--- src/rtl/frame_capture_writer.sv ---
module frame_capture_writer #(
  parameter int CW     = 10,
  parameter int H_SYNC = 96,
  parameter int H_BACK = 48,
  parameter int H_VIS  = 640,
  parameter int V_SYNC = 2,
  parameter int V_BACK = 33,
  parameter int V_VIS  = 480,
  parameter int STRIDE = 640,
  parameter int BASE   = 52,
  parameter int AW     = 20,
  parameter int LAT    = 1
) (
  input  logic          clk,
  input  logic          rst,
  input  logic          capture_en,
  input  logic [CW-1:0] h_cnt,
  input  logic [CW-1:0] v_cnt,
  input  logic [7:0]    red,
  input  logic [7:0]    green,
  input  logic [7:0]    blue,
  output logic          mem_we,
  output logic [AW-1:0] mem_addr,
  output logic [23:0]   mem_wdata,
  output logic          line_done,
  output logic          frame_done
);
  localparam int H_OFF = H_SYNC + H_BACK;
  localparam int V_OFF = V_SYNC + V_BACK;
  localparam int LAST_ADDR = BASE + (V_VIS - 1) * STRIDE + H_VIS - 1;

  logic [LAT-1:0][CW-1:0] hd, vd;
  logic [CW-1:0] ha, va, row, col;
  logic vis, first, last_col, last_pix, wr, active;

  always_ff @(posedge clk) begin
    if (rst) begin
      hd <= '0;
      vd <= '0;
    end else begin
      hd[0] <= h_cnt;
      vd[0] <= v_cnt;
      for (int i = 1; i < LAT; i++) begin
        hd[i] <= hd[i-1];
        vd[i] <= vd[i-1];
      end
    end
  end

  assign ha  = hd[LAT-1];
  assign va  = vd[LAT-1];
  assign row = va - CW'(V_OFF);
  assign col = ha - CW'(H_OFF);

  assign vis = (32'(ha) >= H_OFF) && (32'(ha) < H_OFF + H_VIS) &&
               (32'(va) >= V_OFF) && (32'(va) < V_OFF + V_VIS);
  assign first    = vis && (row == '0) && (col == '0);
  assign last_col = vis && (col == CW'(H_VIS - 1));
  assign last_pix = last_col && (row == CW'(V_VIS - 1));
  assign wr       = vis && (active || (first && capture_en));

  always_ff @(posedge clk) begin
    if (rst) begin
      active     <= 1'b0;
      mem_we     <= 1'b0;
      mem_addr   <= '0;
      mem_wdata  <= '0;
      line_done  <= 1'b0;
      frame_done <= 1'b0;
    end else begin
      mem_we     <= wr;
      line_done  <= wr && last_col;
      frame_done <= wr && last_pix;
      if (wr) begin
        mem_addr  <= AW'(BASE) + AW'(row) * AW'(STRIDE) + AW'(col);
        mem_wdata <= {red, green, blue};
      end
      if (wr && last_pix)
        active <= 1'b0;
      else if (first && capture_en)
        active <= 1'b1;
    end
  end

  assert_addr_in_frame_R3: assert property (@(posedge clk) disable iff (rst)
    mem_we |-> (mem_addr >= AW'(BASE)) && (mem_addr <= AW'(LAST_ADDR)));

  assert_addr_step_R3: assert property (@(posedge clk) disable iff (rst)
    (mem_we && $past(mem_we)) |-> (mem_addr == $past(mem_addr) + AW'(1)));

  assert_line_pulse_R8: assert property (@(posedge clk) disable iff (rst)
    line_done |-> mem_we);

  assert_frame_end_R9: assert property (@(posedge clk) disable iff (rst)
    frame_done |-> (mem_we && line_done && mem_addr == AW'(LAST_ADDR)));

  assert_blank_after_frame_R2: assert property (@(posedge clk) disable iff (rst)
    frame_done |=> !mem_we && !frame_done);
endmodule

--- config.mk ---
export PLATFORM = sky130hd
export DESIGN_NAME = frame_capture_writer
export DESIGN_NICKNAME = d
export VERILOG_FILES = /design/src/rtl/frame_capture_writer.sv
export SDC_FILE = /design/constraint.sdc
export NUM_CORES = 1
export LEC_CHECK = 0
export ABC_CLOCK_PERIOD_IN_PS = 7850
export CORE_MARGIN = 2
export CORE_UTILIZATION = 45
export CTS_CLUSTER_DIAMETER = 80
export CTS_CLUSTER_SIZE = 14
export DETAILED_ROUTE_END_ITERATION = 6
export HOLD_SLACK_MARGIN = 0.12
export PLACE_DENSITY = 0.74
export SYNTH_ARGS = -nofsm -noshare
export SYNTH_HDL_FRONTEND = slang
export SYNTH_SLANG_ARGS = --single-unit
--- constraint.sdc ---
create_clock -name clk -period 7.85 [get_ports clk]
set_input_delay 1.57 -clock clk [delete_from_list [all_inputs] [get_ports clk]]
set_output_delay 1.57 -clock clk [all_outputs]
set_load 0.005 [all_outputs]
Word level (Yosys, flattened, before mapping)
Cells that the tools add are included.

cells by class
  add/sub/neg operators = 4
  $mul = 1
  divide/modulo/power cells = 0
  $lt $le $gt $ge = 4
  equality and inequality tests = 2
  shifts and indexed selects = 0
  muxes and demuxes = 0
  bitwise gates (word level) = 0
  reductions and logical operators = 15

operators by type and width
  kind                     count
  $add A20 B10 Y20         1
  $add A6 B20 Y20 const A  1
  $logic_not A10 Y1        2
  $lt A10 B10 Y1 const B   2
  $mul A10 B3 Y13 const B  1
  $logic_and A1 B1 Y1      11
  $eq A10 B10 Y1 const B   1
  $eq A10 B9 Y1 const B    1
  $ge A10 B6 Y1 const B    1
  $ge A10 B8 Y1 const B    1
  $sub A10 B6 Y10 const B  1
  $sub A10 B8 Y10 const B  1
  $reduce_or A2 Y1         1
  $logic_or A1 B1 Y1       1

word-level totals
  register bits = 68
  latch bits = 0
  memory bits (writable) = 0
  memory bits (read-only) = 0
  bits of input ports = 47
  output and inout port bits = 47
  logic and storage cells = 34
  memories = 0

Logic depth before layout (Yosys ltp)
  word-level depth = 11
  mapped depth = 14
  gate-level depth less buffers = 14

Worst setup path after synthesis
No wires, ideal clock.

  kind = flip-flop to flip-flop
  from = register vd (netlist bit va[0])
  to = register mem_addr[19]
  library setup time = 0.079 ns
  data arrival time = 3.610 ns
  data required time = 7.771 ns
  path slack = 4.161 ns
  stages on the path, launching flop included = 14
  buffers on the path = 0
  period minus slack after synthesis = 3.689 ns
  cells stage by stage = dfxtp_1 > ha_1 > o41ai_1 > xnor2_1 > nand2_1 > nor2b_1 > ha_1 > or2_2 > o21ai_0 > xnor2_1 > nand4_1 > or3_1 > o32a_1 > a211oi_2

between the ends
  longest elaborated chain between the ends = 8
  elaborated cells between the ends (all ways) = 14
  classes of those cells = add/sub: 3; mul: 1; order compare: 2; reduce/logical: 8

ends and longest elaborated chain
  what                                                     line  text
  start, declared                                          32    logic [LAT-1:0][CW-1:0] hd, vd;
  start signal, assigned by index                          45    vd[i] <= vd[i-1];
  branches (longest 8 deep; another with $add A6 B20 Y20)  -
  end signal, assigned                                     75    mem_addr <= AW'(BASE) + AW'(row) * AW'(STRIDE) + AW'(col);
  end, declared                                            23    output logic [AW-1:0] mem_addr,

Several ways; the timed one is not identified.
A chain may end at the register's enable or synchronous reset.

Final worst setup path
Ends and elaborated chain as after synthesis.

==> results.cfg <==
[route]
drc = 0
post_drt_wl_per_cell_um = 13.5
drtIter0Drc = 151
drt-total-wl_um = 7940
via_per_inst = 5.11
ant_nets = 0
vias = 3007
firstDrtPassIters = 4

[timing]
setup_viol = 0
hold_viol = 0
hold_ws_ps = 492
min_period_ps = 4150
slew-limit-headroom = 0.414
drv_slew = 0
finalCritPeriodShare = 0.529
setup_tns_ps = 0
worst_pin_slew_ps = 868
clock_skew_ps = 15.7
timing.fmax_ghz = 0.241
rsz0062_at_grt = false

[clock_network]
cts_tree = yes
post_cts_buffers = 0
clk_pin_slew_ps = 70
clk_latency_ps = 350
clkSinkCount = 68
htreeDepth = 3
cts_max_path_buffers = 2
postCtsHoldBufs = 0
cts-root-buf = clkbuf_8
cts_buffers = 9
ctsResizeCount = 0

[pwr]
powerDensity_nw_per_um2 = 196
ir_drop_uv = 114
power_w = 0.000952
p_leak_nw = 1.76

[critical_path]
start_kind = register
required_ps = 8110
cp-end-kind = register
worstPathMaxFanout = 7
path_class = reg2reg
crit_arrival_ps = 4410

[floorplanning]
die_w_um = 94.2
die_area_um2 = 8870
num_rows = 32
die_h_um = 94.2
start_util = 0.469
top_level_ports = 94
core_um2 = 7810

[synth]
synth_warnings = 0
synth_area_um2 = 3660
avgSynthCellArea_um2 = 9.36
ys.flop_type = dfxtp_1
synth_cell_types = 54
synth.cells.most_frequent = dfxtp_1, nor2_1, mux2i_1
async_flop_share = 0
seq_area_frac_synth = 0.372
yosys.cell_count.top_type = dfxtp_1
synth-edff-count = 0
synth_top_cells_by_area = dfxtp_1, mux2i_1, ha_1, nor2_1, xnor2_1
post-synth-top-area-fraction = 0.372
ys_ff_latch = 68
synth_fp_nets = 461
syn_inst = 391
synth_top_cell_by_area = dfxtp_1

[global_route]
grt_pass1_wl_um = 12700
grt_max_degree = 68
grt_pass1_vias = 2816
track_usage = 0.182
antenna_found_initial = 0
overflow = 0

[placed_design]
place_hpwl_um = 5890
portBuffers = 93
gp_congestion = 0.904

[worst_hold_path]
hold_path.class = reg2reg

[finish]
antennaDiodeCount = 0
area_delta_synth_final_pct = 32.5
n_fill_cell = 672
nets = 552
layout-drive-gt1-share = 0.0698

[run_status]
status = finished clean

[run]
maxCapViolCount = 0
## worst max-delay path, stage by stage (launching register included)
cell and delay, ps:
dfxtp_1 360, ha_1 250, o41ai_1 780, xnor2_1 260, nor2_1 220, ha_1 340
a21oi_1 180, o21ai_0 90, a311oi_1 440, nand4_1 230, or3_1 390, o32a_1 330
a211oi_2 210
## path summary, 6_finish.rpt
kind | cells after the start | to | start | slack [ps]
worst max-delay path | 12 | mem_addr[19] | va[0] | 3700
worst min-delay path | 2 | mem_addr[6] | mem_addr[6] | 490
worst max register to register | 12 | mem_addr[19] | va[0] | 3700
worst min register to register | 2 | mem_addr[6] | mem_addr[6] | 490
## cells by family (layout without fill, tap and decap cells)
group                    Yosys count  count (layout)  share of synthesized area
AND/OR/NAND/NOR                  146             146                      0.201
flip-flops                        68              68                      0.372
AO/OA/AOI/OAI                     55              55                      0.121
XOR/XNOR                          34              34                     0.0813
multiplexers                      34              34                     0.0930
buffers and inverters             31             127                     0.0513
adder cells (fa/ha/maj)           23              23                     0.0807
## metal layers
metal / share of wire / GRT usage
met3: 0.065 / 0.0602
met1: 0.44 / 0.211
met4: 0.013 / 0.0616
met2: 0.48 / 0.315
met5: 0 / 0
## state kept, by name, indices dropped and copies added, names as in the netlist
signal,cells
mem_addr,20
va,10
mem_we,1
ha,10
frame_done,1
mem_wdata,24
active,1
line_done,1
## layout make-up
| type | instances | area (µm²) | share of cell area |
|---|---|---|---|
| well taps | 102 | 128 | 0.0263 |
| clock buffers | 10 | 128 | 0.0263 |
| flip-flops and latches | 68 | 1360 | 0.281 |
| inverters | 16 | 60.1 | 0.0124 |
| repair buffers | 95 | 941 | 0.194 |
| multi-input cells | 292 | 2120 | 0.437 |
| clock inverters | 6 | 111 | 0.0230 |
## power by group
part / switching (W) / total, W / internal [W]
clock: 0.000139 / 0.000351 / 0.000212
sequential: 0.00000748 / 0.000358 / 0.000350
combinational: 0.000134 / 0.000243 / 0.000109
total: 0.000281 / 0.000952 / 0.000671
## stage by stage
stage | worst slack [ps] | utilization | cell area, µm² | std cells
2_1_floorplan | 4160 | - | 3660 | 391
3_3_place_gp | 3580 | 0.591 | 4610 | 573
3_5_place_dp | 3520 | 0.591 | 4610 | 573
4_1_cts | 3720 | 0.621 | 4850 | 589
5_1_grt | 3290 | 0.621 | 4850 | 589
6_report | 3700 | 0.621 | 4850 | 589
## placed cells by master (no fill, tap or decap), types with 2 or more instances in the layout
master | netlist | layout
mux2i_1 | 34 | 34
a21boi_0 | 2 | 2
inv_1 | 16 | 16
buf_4 | 1 | 2
xor2_1 | 11 | 11
a21o_1 | 3 | 3
nor2_1 | 64 | 64
a211oi_2 | 11 | 11
nand4_1 | 6 | 6
or2_2 | 2 | 2
nand2_1 | 11 | 11
o31a_1 | 2 | 2
o21a_1 | 2 | 2
nand2b_1 | 3 | 3
a31oi_1 | 3 | 3
dfxtp_1 | 68 | 68
o211ai_1 | 2 | 2
nor2b_1 | 26 | 26
bufinv_16 | 0 | 3
o21ai_0 | 6 | 6
clkdlybuf4s50_1 | 0 | 92
nand3_1 | 6 | 6
xnor2_1 | 23 | 23
a21oi_1 | 12 | 12
or3_1 | 5 | 5
nor4_1 | 2 | 2
ha_1 | 22 | 22
nor3_1 | 11 | 11
clkbuf_8 | 0 | 9
Power figures use the tool's default switching activity.
